[src/rtl/mxc_pkg.sv]
package mxc_pkg;
  typedef enum logic [1:0] {
    ST_IDLE  = 2'd0,
    ST_DRIVE = 2'd1,
    ST_WAIT  = 2'd2,
    ST_DONE  = 2'd3
  } mxc_state_e;
endpackage

[src/rtl/mxc_fsm.sv]
module mxc_fsm
  import mxc_pkg::*;
(
  input  logic       clk,
  input  logic       rst_n,
  input  logic       start_ok,
  input  logic       start_bad,
  input  logic       ack,
  input  logic       expired,
  output mxc_state_e state_q
);
  mxc_state_e state_d;

  always_comb begin
    state_d = state_q;
    case (state_q)
      ST_IDLE: begin
        if (start_bad)     state_d = ST_DONE;
        else if (start_ok) state_d = ST_DRIVE;
      end
      ST_DRIVE: state_d = ST_WAIT;
      ST_WAIT: begin
        if (ack || expired) state_d = ST_DONE;
      end
      ST_DONE: state_d = ST_IDLE;
      default: state_d = ST_IDLE;
    endcase
  end

  always_ff @(posedge clk or negedge rst_n) begin
    if (!rst_n) state_q <= ST_IDLE;
    else        state_q <= state_d;
  end
endmodule

[src/rtl/mxc_timer.sv]
module mxc_timer #(
  parameter int LIMIT = 1024
) (
  input  logic clk,
  input  logic rst_n,
  input  logic clr,
  input  logic en,
  output logic expired
);
  localparam int TW = (LIMIT > 2) ? $clog2(LIMIT) : 1;
  localparam logic [TW-1:0] LAST = TW'(LIMIT - 1);

  logic [TW-1:0] cnt_q;
  logic [TW-1:0] cnt_d;
  logic          cnt_en;

  assign expired = (cnt_q == LAST);
  assign cnt_en  = clr || (en && !expired);

  always_comb begin
    if (clr) cnt_d = '0;
    else     cnt_d = cnt_q + 1'b1;
  end

  always_ff @(posedge clk or negedge rst_n) begin
    if (!rst_n)      cnt_q <= '0;
    else if (cnt_en) cnt_q <= cnt_d;
  end
endmodule

[src/rtl/mxc_regs.sv]
module mxc_regs #(
  parameter int ADDR_W = 16,
  parameter int DATA_W = 32
) (
  input  logic              clk,
  input  logic              rst_n,
  input  logic              accept,
  input  logic              we,
  input  logic              misaligned,
  input  logic [ADDR_W-1:0] addr,
  input  logic [DATA_W-1:0] wdata,
  input  logic              capture,
  input  logic [DATA_W-1:0] rdata,
  input  logic              timeout_set,
  output logic [ADDR_W-1:0] mar_q,
  output logic [DATA_W-1:0] mdr_q,
  output logic              rw_q,
  output logic              to_q,
  output logic              mis_q
);
  logic              mdr_en;
  logic [DATA_W-1:0] mdr_d;
  logic              flag_en;

  assign mdr_en  = (accept && we) || capture;
  assign mdr_d   = capture ? rdata : wdata;
  assign flag_en = accept || timeout_set;

  always_ff @(posedge clk or negedge rst_n) begin
    if (!rst_n) begin
      mar_q <= '0;
      rw_q  <= 1'b1;
    end else if (accept) begin
      mar_q <= addr;
      rw_q  <= !we;
    end
  end

  always_ff @(posedge clk or negedge rst_n) begin
    if (!rst_n)      mdr_q <= '0;
    else if (mdr_en) mdr_q <= mdr_d;
  end

  always_ff @(posedge clk or negedge rst_n) begin
    if (!rst_n) begin
      to_q  <= 1'b0;
      mis_q <= 1'b0;
    end else if (flag_en) begin
      to_q  <= timeout_set;
      mis_q <= accept && misaligned;
    end
  end
endmodule

[src/rtl/mem_xfer_ctrl.sv]
module mem_xfer_ctrl
  import mxc_pkg::*;
#(
  parameter int ADDR_W      = 16,
  parameter int DATA_W      = 32,
  parameter int TIMEOUT_CYC = 1024
) (
  input  logic              clk,
  input  logic              rst_n,
  input  logic              core_req,
  input  logic              core_we,
  input  logic [ADDR_W-1:0] core_addr,
  input  logic [DATA_W-1:0] core_wdata,
  output logic              core_ready,
  output logic              core_done,
  output logic [DATA_W-1:0] core_rdata,
  output logic              core_err_timeout,
  output logic              core_err_misalign,
  output logic              mem_valid,
  output logic [ADDR_W-1:0] mem_addr,
  output logic              mem_rw,
  output logic [DATA_W-1:0] mem_wdata,
  input  logic [DATA_W-1:0] mem_rdata,
  input  logic              mem_ack
);
  logic [1:0] rst_sync_q;
  logic       rst_int_n;
  mxc_state_e state_q;
  logic       accept, misaligned, start_ok, start_bad;
  logic       in_drive, in_wait, ack_take, expired, timeout_set, capture;
  logic       rw_q, to_q, mis_q;
  logic [DATA_W-1:0] mdr_q;
  logic [ADDR_W-1:0] mar_q;

  always_ff @(posedge clk or negedge rst_n) begin
    if (!rst_n) rst_sync_q <= 2'b00;
    else        rst_sync_q <= {rst_sync_q[0], 1'b1};
  end
  assign rst_int_n = rst_sync_q[1];

  assign core_ready  = (state_q == ST_IDLE);
  assign misaligned  = (core_addr[1:0] != 2'b00);
  assign accept      = core_ready && core_req;
  assign start_ok    = accept && !misaligned;
  assign start_bad   = accept && misaligned;
  assign in_drive    = (state_q == ST_DRIVE);
  assign in_wait     = (state_q == ST_WAIT);
  assign ack_take    = in_wait && mem_ack;
  assign timeout_set = in_wait && !mem_ack && expired;
  assign capture     = ack_take && rw_q;

  mxc_fsm u_fsm (
    .clk      (clk),
    .rst_n    (rst_int_n),
    .start_ok (start_ok),
    .start_bad(start_bad),
    .ack      (ack_take),
    .expired  (timeout_set),
    .state_q  (state_q)
  );

  mxc_timer #(.LIMIT(TIMEOUT_CYC)) u_timer (
    .clk    (clk),
    .rst_n  (rst_int_n),
    .clr    (in_drive),
    .en     (in_wait),
    .expired(expired)
  );

  mxc_regs #(.ADDR_W(ADDR_W), .DATA_W(DATA_W)) u_regs (
    .clk        (clk),
    .rst_n      (rst_int_n),
    .accept     (accept),
    .we         (core_we),
    .misaligned (misaligned),
    .addr       (core_addr),
    .wdata      (core_wdata),
    .capture    (capture),
    .rdata      (mem_rdata),
    .timeout_set(timeout_set),
    .mar_q      (mar_q),
    .mdr_q      (mdr_q),
    .rw_q       (rw_q),
    .to_q       (to_q),
    .mis_q      (mis_q)
  );

  assign core_done         = (state_q == ST_DONE);
  assign core_rdata        = mdr_q;
  assign core_err_timeout  = core_done && to_q;
  assign core_err_misalign = core_done && mis_q;
  assign mem_valid         = in_drive || in_wait;
  assign mem_addr          = mar_q;
  assign mem_rw            = rw_q;
  assign mem_wdata         = mdr_q;
endmodule

[config.mk]
export PLATFORM = sky130hd
export DESIGN_NAME = mem_xfer_ctrl
export DESIGN_NICKNAME = d
export VERILOG_FILES = /design/src/rtl/mxc_pkg.sv /design/src/rtl/mxc_fsm.sv /design/src/rtl/mxc_timer.sv /design/src/rtl/mxc_regs.sv /design/src/rtl/mem_xfer_ctrl.sv
export SDC_FILE = /design/constraint.sdc
export NUM_CORES = 1
export LEC_CHECK = 0
export BUFFER_PORTS_ARGS = -buffer_cell sky130_fd_sc_hd__buf_2
export CORE_ASPECT_RATIO = 0.8
export CORE_MARGIN = 2
export CORE_UTILIZATION = 45
export CTS_CLUSTER_DIAMETER = 80
export DETAILED_ROUTE_END_ITERATION = 16
export GPL_TIMING_DRIVEN = 0
export HOLD_SLACK_MARGIN = 0.02
export PLACE_DENSITY_LB_ADDON = 0.2
export SETUP_SLACK_MARGIN = 0.15
export SKIP_CTS_REPAIR_TIMING = 1
export SLEW_MARGIN = 20
export SYNTH_ARGS = -nofsm -noshare
export SYNTH_HDL_FRONTEND = slang
export SYNTH_SLANG_ARGS = --single-unit
export TNS_END_PERCENT = 30
[constraint.sdc]
create_clock -name clk -period 3.2 [get_ports clk]
set_input_delay 0.32 -clock clk [delete_from_list [all_inputs] [get_ports clk]]
set_output_delay 0.32 -clock clk [all_outputs]
set_load 0.02 [all_outputs]
Word-level counts from Yosys, hierarchy flattened. Cells that the tools add are included.

Word-level logic and storage cells: 44. Input port bits: 85. Bits in registers: 65. Output and inout bits: 86.

Eq/ne operators: 6. Muxes and demuxes: 6. Reductions and logical operators: 23. Add/sub/neg operators: 1.

Operators with widths (number): 2-to-1 mux 32 bit (1); logical AND 1 bit (11); adder 10 x 1 -> 10 bit (second input constant) (1); == test 10 bit (second input constant) (1); 2-to-1 mux 10 bit (1); one-hot mux 2 bit (4 select lines) (1); 2-to-1 mux 2 bit (3); logical OR 1 bit (5); == test 2 bit (second input constant) (2); zero test 1 bit (4); != test 3 x 1 -> 1 bit (second input constant) (1); == test 2 x 1 -> 1 bit (second input constant) (1); zero test 2 bit (1); != test 2 x 1 -> 1 bit (second input constant) (1); AND reduction 2 bit (1); nonzero test 2 bit (1).

Longest topological paths before layout.
Depth after elaboration: 6. Gate-level depth with buffers: 9.

Modules after synthesis. From an unflattened synthesis, not the netlist that was laid out.

Cells, all modules: 356. Area, all modules: 3897.5 sq um.

By module, submodules not included: mxc_regs (seq. area each 1277.5 sq um, area an instance 2665.1 sq um, instances 1, cells each 225); mxc_timer (seq. area each 250.2 sq um, area an instance 645.6 sq um, instances 1, cells each 66); mem_xfer_ctrl (seq. area each 50.0 sq um, area an instance 432.9 sq um, instances 1, cells each 51); mxc_fsm (seq. area each 50.0 sq um, area an instance 153.9 sq um, instances 1, cells each 14).

Worst setup path before layout. OpenSTA, ideal clock, no wires.

Kind: flip-flop to flip-flop. From: register u_fsm.state_q[0]. To: register u_regs.mdr_q[16]. Data required time: 3.066 ns. Setup slack: 1.496 ns. Buffers on the path: 2. Cell stages (with the launch flop): 9. Period minus slack after synthesis: 1.704 ns. Data arrival time: 1.570 ns. Cells stage by stage: dfrtp_1 > inv_1 > ha_1 > nand2_1 > o21a_1 > buf_2 > buf_2 > nand2_1 > o21ai_0.

Word-level cells in the longest chain between the ends: 4. Elaborated cells on any way between the ends: 8.

RTL lines: from (decl) (RTL line mxc_fsm.sv:10) `output mxc_state_e state_q`; from (signal assigned) (RTL line mxc_fsm.sv:32) `else state_q <= state_d;`; zero test 2 bit (RTL line mem_xfer_ctrl.sv:41) `assign core_ready = (state_q == ST_IDLE);`; named net core_ready (RTL line mem_xfer_ctrl.sv:14) `output logic core_ready,`; logical AND 1 bit (RTL line mem_xfer_ctrl.sv:43) `assign accept = core_ready && core_req;`; logical AND 1 bit (RTL line mxc_regs.sv:25) `assign mdr_en = (accept && we) || capture;`; logical OR 1 bit (RTL line mxc_regs.sv:25); to (signal assigned) (RTL line mxc_regs.sv:41) `else if (mdr_en) mdr_q <= mdr_d;`; to (decl) (RTL line mxc_regs.sv:16) `output logic [DATA_W-1:0] mdr_q,`.

The timed path passes the listed nets, and every way through them passes these cells. A chain may end at the register's enable or synchronous reset.

Worst setup path after layout.
From: register u_fsm.state_q[0]. To: register u_regs.mdr_q[20].

Word-level cells in the longest chain between the ends: 4. Elaborated cells on any way between the ends: 8.

RTL lines (RTL line): == test 2 bit or zero test 2 bit (tied branches) (mem_xfer_ctrl.sv:47, mem_xfer_ctrl.sv:41); logical AND 1 bit (on tied branches) (mem_xfer_ctrl.sv:48, mem_xfer_ctrl.sv:43); logical AND 1 bit (on tied branches) (mem_xfer_ctrl.sv:50, mxc_regs.sv:25); 2-to-1 mux 32 bit or logical OR 1 bit (tied branches) (mxc_regs.sv:26, mxc_regs.sv:25).

Several ways; a longest one is shown, not always the timed one.

==> results.md <==
* Status: complete, no violations
* Setup TNS at 0 ps
* Vias after detailed routing at about 2800
* M1 WL at ~3.2 mm
* CTS clk-pin slew, worst paths at approximately 70 ps
* Layout cells sized above 1 at 0.524
* Switching Share at 0.428
* Worst Setup Start Kind: flip-flop
* Power per cell area at 967 nW/um^2
* Routed WL per cell at 13.8 um
* EDFF count, synth at 0
* Main area contributors after synthesis: dfrtp_1 (50%), mux2i_1 (12%), buf_4 (7.7%)
* Fmax at 494 MHz
* Cell area after synthesis at around 3200 sq um
* Final #Nets at 573
* Die area at 7870 sq um
* Clk_skew at between 7 and 8 ps
* Synthesized flop and latch total at between 60 and 70
* Worst EP required at between 3000 and 4000 ps
* Leakage at 0.00256 uW
* Mapped Nets at 390
* Hold Violations, Final at 0
* RSZ-0062 raised after global routing: false
* CTS Sinks at 65
* Synth top area share at 0.496
* Worst-path maximum fanout at 10
* Initial core utilization at 0.466
* Commonest cells in the netlist: dfrtp_1 (64), nand2_1 (41), mux2i_1 (38), buf_4 (33), o21ai_0 (33)
* Vias per Instance at 4.87
* Ys async rst share at 1.00
* Initial antenna violation count at 0
* Met2 wire length at roughly 4 mm
* RD Place Congestion at ~0.8
* Met3 wire len at a little under 600 um
* Worst hold slack at 173 ps
* Endpoints failing setup at 0
* H-tree Lvls at 3
* Diode count at 0
* Vias in the first global route at about 2800
* Clock tree buffer depth at 2
* Tcrit/Tclk final at 0.633
* DRC at 0
* DRT iter0 DRCs at between 100 and 150
* Total global routing track utilization at 0.207
* ANT nets after route at 0
* CTS Buf Count at 9
* Worst IR Drop VDD at approximately 0.65 mV
* Cell with the most instances after synthesis: dfrtp_1
* DRT Pass-1 Iters at 4
* Minimum clock period at between 2000 and 2500 ps
* NetSw at 1830 uW
* Placement Rows at 27
* Core area at between 6000 and 7000 sq um
* Synth-to-Final Area Change at 37.1%
* Int Pwr at 2450 uW
* # IOs at between 150 and 200
* Logic pwr share at 0.510
* Synth Flop Type: dfrtp_1
* Mapped Avg Cell Area at between 10 and 15 sq um
* CTS root buf: clkbuf_8
* Clk network pwr share at 0.166
* First-pass GRT wire length at 12.9 mm
* Slew Viols, Final at 0
* Critical path class: reg -> reg
* Port bufs at 170
* Arrival time at the worst endpoint at ~2200 ps
* Sequential-to-total area share from yosys stat at 0.504
* HPWL Detailed at roughly 6.3 mm
* Highest routed layer: met4
* Max Cap Viol at 0
* Yosys cell types at 40
* Chip height at 79.8 um
* Die width at around 100 um
* Final wirelength at around 8 mm
* CTS tree: yes
* Hold crit path type: in -> reg
* Global route overflow at 0
* Warnings, synthesis at 0
* Leading area contributor after synthesis: dfrtp_1
* Largest net degree at the start of global routing at 44
* CP Capture Type: flip-flop
* Skew-Pair Late Insertion Delay at approximately 340 ps
* Sequential power share at 0.324
* Post-synthesis cell count at about 300
-- final timing paths --
kind	to	slack, ps	cells past startpoint	startpoint
max	u_regs.mdr_q[20]	1170	8	u_fsm.state_q[0]
min	u_regs.rw_q	170	2	core_we
max reg2reg	u_regs.mdr_q[20]	1170	8	u_fsm.state_q[0]
min reg2reg	u_timer.cnt_q[6]	210	0	rst_sync_q[1]
max in group asynchronous	u_regs.rw_q	2420	1	rst_sync_q[1]
min in group asynchronous	u_timer.cnt_q[6]	210	0	rst_sync_q[1]
-- cells in the final DEF (no fill, tap or decap), drive strengths merged, types with 2 or more instances in the layout --
| cell | netlist | routed |
|---|---|---|
| nand2 | 41 | 41 |
| nor2 | 11 | 11 |
| nor3 | 4 | 4 |
| nand4 | 3 | 3 |
| mux2i | 38 | 38 |
| nand3 | 4 | 4 |
| and4 | 2 | 2 |
| o21ai | 36 | 36 |
| clkinvlp | 0 | 3 |
| dfrtp | 64 | 64 |
| a21oi | 3 | 3 |
| and2 | 2 | 2 |
| inv | 5 | 6 |
| ha | 6 | 6 |
| mux2 | 16 | 16 |
| buf | 43 | 214 |
| clkbuf | 3 | 13 |
-- metrics by stage --
| step | util | worst slack [ps] | power (uW) | instance area, sq um | std cells |
|---|---|---|---|---|---|
| after floorplan | - | 1260 | 2870 | 3230 | 299 |
| after global placement | 0.605 | 517 | 3540 | 4190 | 556 |
| after detailed placement | 0.608 | 1160 | 3610 | 4210 | 557 |
| after CTS | 0.638 | 1130 | 4330 | 4420 | 573 |
| after global routing | 0.639 | 929 | 4580 | 4430 | 574 |
| final | 0.639 | 1170 | 4280 | 4430 | 574 |
-- power by group through the flow --
stage	Combinational (uW)	Sequential (uW)	Clock [uW]
after floorplan	1140	1740	0
after global placement	2150	1400	0
after detailed placement	2210	1400	0
after CTS	2210	1390	729
after global routing	2370	1430	768
final	2180	1390	710
-- worst max-delay path: stages (launching register included) --
cell,delay (ps)
dfrtp_1,370
inv_1,100
ha_1,210
buf_4,180
nand3_2,160
o21a_1,160
buf_2,190
clkbuf_1,350
o21ai_0,160
-- metal layers --
layer	track usage	vias to the layer above
li1	-	1360
met1	0.246	1318
met2	0.356	107
met3	0.0630	9
met4	0.0795	0
met5	0	-
-- state kept, by name, indices dropped and copies added, names as in the netlist --
name,cells
rst_sync_q,2
u_fsm.state_q,2
u_regs.mar_q,16
u_regs.mdr_q,32
u_regs.mis_q,1
u_regs.rw_q,1
u_regs.to_q,1
u_timer.cnt_q,10
-- layout make-up --
cell class | instances | area, sq um
fillers | 599 | 2500
clock buffers | 10 | 138
multi-input cells | 183 | 1270
flip-flops and latches | 65 | 1630
plain buffers | 46 | 308
clock inverters | 6 | 66.3
inverters | 5 | 18.8
repair buffers | 172 | 881
well taps | 87 | 109
-- logic make-up after synthesis --
kind of cell	after synthesis	share of synthesized area
fa+ha+maj	6	0.0233
buf+inv	51	0.101
flops	65	0.504
simple gates	72	0.103
mux	54	0.174
other cells	1	0.00116
compound gates	49	0.0907
xor+xnor	1	0.00271
No activity file was read; power rests on OpenSTA's default activity.
